===== config.mk =====
export PLATFORM = sky130hd
export DESIGN_NAME = branch_loop_buf
export DESIGN_NICKNAME = d
export VERILOG_FILES = /design/src/rtl/lbuf_pkg.sv /design/src/rtl/lbuf_match.sv /design/src/rtl/lbuf_entry.sv /design/src/rtl/lbuf_out.sv /design/src/rtl/branch_loop_buf.sv
export SDC_FILE = /design/constraint.sdc
export NUM_CORES = 1
export LEC_CHECK = 0
export BUFFER_PORTS_ARGS = -buffer_cell sky130_fd_sc_hd__buf_2
export CORE_UTILIZATION = 45
export DETAILED_ROUTE_END_ITERATION = 6
export GPL_TIMING_DRIVEN = 0
export PLACE_DENSITY = 0.77
export SLEW_MARGIN = 40
export SYNTH_ARGS = -nofsm -noshare
export SYNTH_HDL_FRONTEND = slang
export SYNTH_HIERARCHICAL = 1
export SYNTH_SLANG_ARGS = --single-unit

===== constraint.sdc =====
create_clock -name clk -period 3.4 [get_ports clk]
set_input_delay 0.17 -clock clk [delete_from_list [all_inputs] [get_ports clk]]
set_output_delay 0.17 -clock clk [all_outputs]
set_load 0.1 [all_outputs]

===== src/rtl/lbuf_pkg.sv =====
package lbuf_pkg;
   typedef enum logic [1:0] {
      PSRC_NONE  = 2'd0,
      PSRC_TABLE = 2'd1,
      PSRC_BUF   = 2'd2
   } psrc_e;
endpackage


===== src/rtl/lbuf_match.sv =====
module lbuf_match #(
   parameter int ADDR_W = 32,
   parameter int CNT_W  = 2,
   parameter int THRESH = 3
) (
   input  logic              ent_vld,
   input  logic [ADDR_W-1:0] ent_addr,
   input  logic [CNT_W-1:0]  ent_cnt,
   input  logic              flush,
   input  logic              lookup_valid,
   input  logic [ADDR_W-1:0] lookup_addr,
   input  logic              resolve_valid,
   input  logic [ADDR_W-1:0] resolve_addr,
   output logic              serve_hit,
   output logic              res_hit
);
   localparam logic [CNT_W-1:0] SERVE_LVL = CNT_W'(THRESH);

   logic trained;
   assign trained   = ent_vld && (ent_cnt >= SERVE_LVL);
   assign serve_hit = lookup_valid && !flush && trained && (lookup_addr == ent_addr);
   assign res_hit   = resolve_valid && ent_vld && (resolve_addr == ent_addr);
endmodule


===== src/rtl/lbuf_entry.sv =====
module lbuf_entry #(
   parameter int ADDR_W    = 32,
   parameter int TGT_W     = 32,
   parameter int CNT_W     = 2,
   parameter int THRESH    = 3,
   parameter bit CHECK_TGT = 1'b1
) (
   input  logic              clk,
   input  logic              rst_n,
   input  logic              flush,
   input  logic              ld,
   input  logic [ADDR_W-1:0] ld_addr,
   input  logic [TGT_W-1:0]  ld_tgt,
   input  logic              res_hit,
   input  logic              res_taken,
   input  logic [TGT_W-1:0]  res_tgt,
   output logic              ent_vld,
   output logic [ADDR_W-1:0] ent_addr,
   output logic [TGT_W-1:0]  ent_tgt,
   output logic [CNT_W-1:0]  ent_cnt
);
   localparam logic [CNT_W-1:0] CNT_MAX = {CNT_W{1'b1}};

   if (THRESH < 1 || THRESH > (1 << CNT_W) - 1) begin : g_bad_thresh
      $error("lbuf_entry: THRESH out of counter range");
   end
   if (CNT_W < 1) begin : g_bad_cnt
      $error("lbuf_entry: CNT_W must be at least 1");
   end

   logic tgt_ok;
   if (CHECK_TGT) begin : g_tgt_cmp
      assign tgt_ok = (res_tgt == ent_tgt);
   end else begin : g_tgt_any
      assign tgt_ok = 1'b1;
   end

   logic keep_going;
   assign keep_going = res_taken && tgt_ok;

   always_ff @(posedge clk) begin
      if (!rst_n || flush) begin
         ent_vld  <= 1'b0;
         ent_cnt  <= '0;
         ent_addr <= '0;
         ent_tgt  <= '0;
      end else if (ld) begin
         ent_vld  <= 1'b1;
         ent_addr <= ld_addr;
         ent_tgt  <= ld_tgt;
         ent_cnt  <= '0;
      end else if (res_hit) begin
         if (keep_going) begin
            if (ent_cnt != CNT_MAX) ent_cnt <= ent_cnt + 1'b1;
         end else begin
            ent_vld <= 1'b0;
            ent_cnt <= '0;
         end
      end
   end

   // a flush always leaves an empty entry
   a_r9_flush_empties: assert property (@(posedge clk) disable iff (!rst_n)
      flush |=> (!ent_vld && ent_cnt == '0));
   // not-taken on the stored address empties the entry
   a_r7_nottaken_empties: assert property (@(posedge clk) disable iff (!rst_n)
      (!flush && !ld && res_hit && !res_taken) |=> !ent_vld);
   // wrong target on a taken resolution empties the entry
   a_r8_badtgt_empties: assert property (@(posedge clk) disable iff (!rst_n)
      (!flush && !ld && res_hit && res_taken && CHECK_TGT && (res_tgt != ent_tgt)) |=> !ent_vld);
   // with no event the counter and entry stay put
   a_r10_idle_stable: assert property (@(posedge clk) disable iff (!rst_n)
      (!flush && !ld && !res_hit) |=> ($stable(ent_cnt) && $stable(ent_vld) && $stable(ent_addr)));
   // the counter never wraps from its maximum
   a_r4_no_wrap: assert property (@(posedge clk) disable iff (!rst_n)
      (ent_cnt == CNT_MAX && !flush && !ld && res_hit && res_taken && tgt_ok) |=> ent_cnt == CNT_MAX);
endmodule


===== src/rtl/lbuf_out.sv =====
module lbuf_out
   import lbuf_pkg::*;
#(
   parameter int ADDR_W = 32,
   parameter int TGT_W  = 32
) (
   input  logic              clk,
   input  logic              rst_n,
   input  logic              lookup_valid,
   input  logic [ADDR_W-1:0] lookup_addr,
   input  logic              serve_hit,
   input  logic [TGT_W-1:0]  ent_tgt,
   input  logic [TGT_W-1:0]  bpt_rd_data,
   output logic              bpt_rd_en,
   output logic [ADDR_W-1:0] bpt_rd_addr,
   output logic              rd_ret,
   output logic [ADDR_W-1:0] rd_ret_addr,
   output logic              pred_valid,
   output logic [TGT_W-1:0]  pred_target,
   output logic              pred_from_buf
);
   psrc_e            src_q;
   logic [TGT_W-1:0] buf_tgt_q;

   assign bpt_rd_en   = lookup_valid && !serve_hit;
   assign bpt_rd_addr = lookup_addr;

   always_ff @(posedge clk) begin
      if (!rst_n) begin
         src_q       <= PSRC_NONE;
         buf_tgt_q   <= '0;
         rd_ret      <= 1'b0;
         rd_ret_addr <= '0;
      end else begin
         rd_ret      <= bpt_rd_en;
         rd_ret_addr <= lookup_addr;
         if (serve_hit) begin
            src_q     <= PSRC_BUF;
            buf_tgt_q <= ent_tgt;
         end else if (lookup_valid) begin
            src_q <= PSRC_TABLE;
         end else begin
            src_q <= PSRC_NONE;
         end
      end
   end

   assign pred_valid    = (src_q != PSRC_NONE);
   assign pred_from_buf = (src_q == PSRC_BUF);
   assign pred_target   = pred_from_buf ? buf_tgt_q : bpt_rd_data;

   // a table read yields a table-sourced prediction next cycle
   a_r2_read_then_table: assert property (@(posedge clk) disable iff (!rst_n)
      bpt_rd_en |=> (pred_valid && !pred_from_buf));
   // a lookup left unread is answered by the buffer next cycle
   a_r5_unread_then_buf: assert property (@(posedge clk) disable iff (!rst_n)
      (lookup_valid && !bpt_rd_en) |=> (pred_valid && pred_from_buf));
   // no prediction appears without a lookup
   a_r1_no_spurious_pred: assert property (@(posedge clk) disable iff (!rst_n)
      !lookup_valid |=> !pred_valid);
endmodule


===== src/rtl/branch_loop_buf.sv =====
module branch_loop_buf #(
   parameter int ADDR_W    = 32,
   parameter int TGT_W     = 32,
   parameter int CNT_W     = 2,
   parameter int THRESH    = 3,
   parameter bit CHECK_TGT = 1'b1
) (
   input  logic              clk,
   input  logic              rst_n,
   input  logic              flush,
   input  logic              lookup_valid,
   input  logic [ADDR_W-1:0] lookup_addr,
   output logic              bpt_rd_en,
   output logic [ADDR_W-1:0] bpt_rd_addr,
   input  logic [TGT_W-1:0]  bpt_rd_data,
   input  logic              resolve_valid,
   input  logic [ADDR_W-1:0] resolve_addr,
   input  logic              resolve_taken,
   input  logic [TGT_W-1:0]  resolve_target,
   output logic              pred_valid,
   output logic [TGT_W-1:0]  pred_target,
   output logic              pred_from_buf
);
   if (ADDR_W < 1 || TGT_W < 1) begin : g_bad_width
      $error("branch_loop_buf: widths must be positive");
   end

   logic              ent_vld;
   logic [ADDR_W-1:0] ent_addr;
   logic [TGT_W-1:0]  ent_tgt;
   logic [CNT_W-1:0]  ent_cnt;
   logic              serve_hit;
   logic              res_hit;
   logic              rd_ret;
   logic [ADDR_W-1:0] rd_ret_addr;
   logic              ld;

   // returned table data replaces the entry unless it is for the same address
   assign ld = rd_ret && (!ent_vld || (rd_ret_addr != ent_addr));

   lbuf_match #(.ADDR_W(ADDR_W), .CNT_W(CNT_W), .THRESH(THRESH)) u_match (
      .ent_vld       (ent_vld),
      .ent_addr      (ent_addr),
      .ent_cnt       (ent_cnt),
      .flush         (flush),
      .lookup_valid  (lookup_valid),
      .lookup_addr   (lookup_addr),
      .resolve_valid (resolve_valid),
      .resolve_addr  (resolve_addr),
      .serve_hit     (serve_hit),
      .res_hit       (res_hit)
   );

   lbuf_entry #(.ADDR_W(ADDR_W), .TGT_W(TGT_W), .CNT_W(CNT_W),
                .THRESH(THRESH), .CHECK_TGT(CHECK_TGT)) u_entry (
      .clk       (clk),
      .rst_n     (rst_n),
      .flush     (flush),
      .ld        (ld),
      .ld_addr   (rd_ret_addr),
      .ld_tgt    (bpt_rd_data),
      .res_hit   (res_hit),
      .res_taken (resolve_taken),
      .res_tgt   (resolve_target),
      .ent_vld   (ent_vld),
      .ent_addr  (ent_addr),
      .ent_tgt   (ent_tgt),
      .ent_cnt   (ent_cnt)
   );

   lbuf_out #(.ADDR_W(ADDR_W), .TGT_W(TGT_W)) u_out (
      .clk           (clk),
      .rst_n         (rst_n),
      .lookup_valid  (lookup_valid),
      .lookup_addr   (lookup_addr),
      .serve_hit     (serve_hit),
      .ent_tgt       (ent_tgt),
      .bpt_rd_data   (bpt_rd_data),
      .bpt_rd_en     (bpt_rd_en),
      .bpt_rd_addr   (bpt_rd_addr),
      .rd_ret        (rd_ret),
      .rd_ret_addr   (rd_ret_addr),
      .pred_valid    (pred_valid),
      .pred_target   (pred_target),
      .pred_from_buf (pred_from_buf)
   );

   // a pending table return loads the entry even when a resolution arrives
   a_r11_load_beats_resolve: assert property (@(posedge clk) disable iff (!rst_n)
      (ld && !flush) |=> (ent_vld && ent_cnt == '0));
   // a lookup in a flush cycle always reads the table
   a_r9_flush_reads_table: assert property (@(posedge clk) disable iff (!rst_n)
      (flush && lookup_valid) |-> bpt_rd_en);
endmodule


==> results.sh <==
export IMPL_tns_ns=0
export IMPL_netlist_instances=669
export IMPL_cp_start_kind="input port"
export IMPL_pre_cts_slack_ns=0.7254
export IMPL_cts_tree="yes"
export IMPL_r2r_start="u_entry/ent_addr[2]"
export IMPL_cts_buffers=17
export IMPL_area_delta_synth_final_pct=28.31
export IMPL_grt_max_degree=17
export IMPL_period_needed_ns=2.782
export IMPL_dr_pass1_iters=7
export IMPL_finalMaxSlewViolations=0
export IMPL_cts_resized=0
export IMPL_ys_ff_latch=134
export IMPL_htreeDepth=4
export IMPL_num_vias=5484
export IMPL_avgViaCountPerCell=4.990
export IMPL_clk_pin_slew_ns=0.06
export IMPL_endpoint_kind="primary output"
export IMPL_fin_ws_ns=0.6184
export IMPL_peakVddDrop_uv=342.2
export IMPL_hold_violations=0
export IMPL_period_share_pct=81.81
export IMPL_antenna_found_initial=0
export IMPL_ant_nets=0
export IMPL_num_antenna_cells=0
export IMPL_synth_edf_count=0
export IMPL_outcome="finished with violations"
export IMPL_first_global_vias=5389
export IMPL_rows=44
export IMPL_clockBufferDepth=2
export IMPL_yosysSeqAreaShare_pct=39.15
export IMPL_final_seq_area_sq_um=2683
export IMPL_track_usage_pct=23.75
export IMPL_post_dp_cell_area_sq_um=8083
export IMPL_syn_nets=804
export IMPL_grt_pass1_wl_mm=28.30
export IMPL_r2r_end="u_entry/ent_tgt[25]"
export IMPL_drc=9
export IMPL_yosys_warnings=6
export IMPL_p_leak_nw=3.955
export IMPL_first_iter_violations=355
export IMPL_cts_root_buf="clkbuf_16"
export IMPL_r2r_worst_path_cells=8
export IMPL_fin_nets=1037
export IMPL_fillCellCount=1264
export IMPL_core_area_sq_um=14700
export IMPL_crit_required_ns=3.23
export IMPL_final_core_utilization_pct=59.81
export IMPL_rrSetupSlack_ns=0.69
export IMPL_grt_setup_unrepaired="false"
export IMPL_clock_skew_ns=0.006493
export IMPL_finalSetupViolations=0
export IMPL_design_area_sq_um=8791
export IMPL_netlist_area_sq_um=6852
export IMPL_dp_hpwl_mm=13.79
export IMPL_gp_congestion=0.8748
export IMPL_cts_sinks=134
export IMPL_overflow=0
export IMPL_die_h_um=125.4
export IMPL_min_path_type="input port to register"
export IMPL_syn_area_per_cell_sq_um=10.24
export IMPL_fmax_mhz=359.5
export IMPL_start_util_pct=46.61
export IMPL_final_common_cell="buf_2"
export IMPL_synth_cell_types=38
export IMPL_drv_cap=0
export IMPL_wl_per_cell_um=16.69
export IMPL_slew_headroom_pct=46.44
export IMPL_tightest_slew_ns=0.8034
export IMPL_synth_main_ff_cell="dfxtp_1"
export IMPL_multi_input_area_sq_um=3767
export IMPL_crit_path_start="lookup_addr[26]"
export IMPL_critPathArrivalTime_ns=2.61
export IMPL_synthArstFlopShare_pct=0
export IMPL_io_buffers=200
export IMPL_die_area_sq_um=15720
export IMPL_clk_latency_ns=0.42
export IMPL_crit_type="input port to primary output"
export IMPL_final_layout_size_suffix_gt1_share_pct=34.21
export IMPL_critPathMaxFanout=7
export IMPL_powerDensity_nw_per_um2=471.4
export IMPL_final_cell_mix="buf_2, dfxtp_1, mux2i_1"
export IMPL_crit_end="bpt_rd_en"
export IMPL_die_w_um=125.4
export IMPL_io_pins=201
export IMPL_violations="design-rule violations"
export IMPL_drt_total_wl_mm=18.34
-- flip-flops by register name, indices dropped and copies added (netlist names) --
signal	count
u_out/src_q	2
u_entry/ent_addr	32
u_entry/ent_tgt	32
u_out/rd_ret	1
u_out/buf_tgt_q	32
u_entry/ent_cnt	2
u_entry/ent_vld	1
u_out/rd_ret_addr	32
-- power by group --
part / internal [W] / total [W] / switching (W) / leakage (nW)
combinational: 0.000247 / 0.000768 / 0.000521 / 2.61
clock: 0.00104 / 0.00174 / 0.000697 / 0.254
sequential: 0.00161 / 0.00164 / 0.0000306 / 1.09
total: 0.00290 / 0.00414 / 0.00125 / 3.96
-- critical path, stage by stage --
cell and delay (ns):
dlygate4sd3_1 0.53, buf_2 0.14, xor2_1 0.16, nor4_1 0.53
nand4_1 0.23, nor4_2 0.16, buf_2 0.26, nor2b_1 0.12
buf_2 0.31
-- kinds of logic after synthesis --
logic type | synth area share (%)
mux | 20.87
buf+inv | 5.953
simple gates | 16.58
flops | 39.15
xor+xnor | 16.49
compound gates | 0.7670
fa+ha+maj | 0.1826
-- final cells by class --
cell class                 instances  share of cell area (%)
inverter                           3                  0.1281
clock inverter                    11                   1.153
tap                              184                   2.619
buffer                            61                   4.512
sequential                       134                   30.52
clock buffer                      21                   5.238
timing repair buffer             214                   12.98
multi-input combinational        471                   42.86
-- Yosys cell counts, drive strengths merged (2+ instances only) --
master	n	area (sq um)
and2	36	225.2
buf	49	350.3
clkbuf	12	46.29
dfxtp	134	2683
inv	3	11.26
mux2	32	469.2
mux2i	96	960.9
nand2	7	26.28
nand2b	4	32.53
nand3	6	30.03
nand4	17	106.4
nand4b	2	17.52
nor2	67	251.5
nor2b	34	212.7
nor3	2	15.01
nor4	27	187.7
xnor2	34	297.8
xor2	95	832.1
-- per-layer routing --
layer  up-vias  GRT usage [%]  routed length, um
li1       2694              -                  -
met1      2604          31.40               8332
met2       160          38.38               8655
met3        26          5.092               1021
met4         0          8.034                328
met5         -              0                  0
-- through the flow --
stage	cells	power [W]	hold slack (ns)
6_report	1099	0.004144	0.008828
5_1_grt	1099	0.004291	0.001948
4_1_cts	1099	0.004169	0.0007107
3_5_place_dp	1053	0.002422	0.4213
3_3_place_gp	1053	0.002417	0.4182
2_1_floorplan	669	0.002214	0.2973
-- how the worst min path moves through the flow --
stage,startpoint,endpoint,slack [ns],depth (start not counted)
finish,bpt_rd_data[15],u_entry/ent_tgt[15],0.009,3
global route,lookup_addr[7],u_out/rd_ret_addr[7],0.002,2
CTS,lookup_addr[27],u_out/rd_ret_addr[27],0.0007,2
detailed placement,lookup_addr[16],u_out/rd_ret_addr[16],0.42,2
global placement,bpt_rd_data[7],u_entry/ent_tgt[7],0.42,3
floorplan,lookup_addr[0],u_out/rd_ret_addr[0],0.30,1
-- repair_timing --
| action | in CTS | in global routing |
|---|---|---|
| hold buffers | 14 | 0 |
| setup endpoints to repair | 0 | 0 |
| endpoints found under the hold margin | 14 | 0 |
| setup buffers | 0 | 0 |
(Power assumes the default switching activity.)
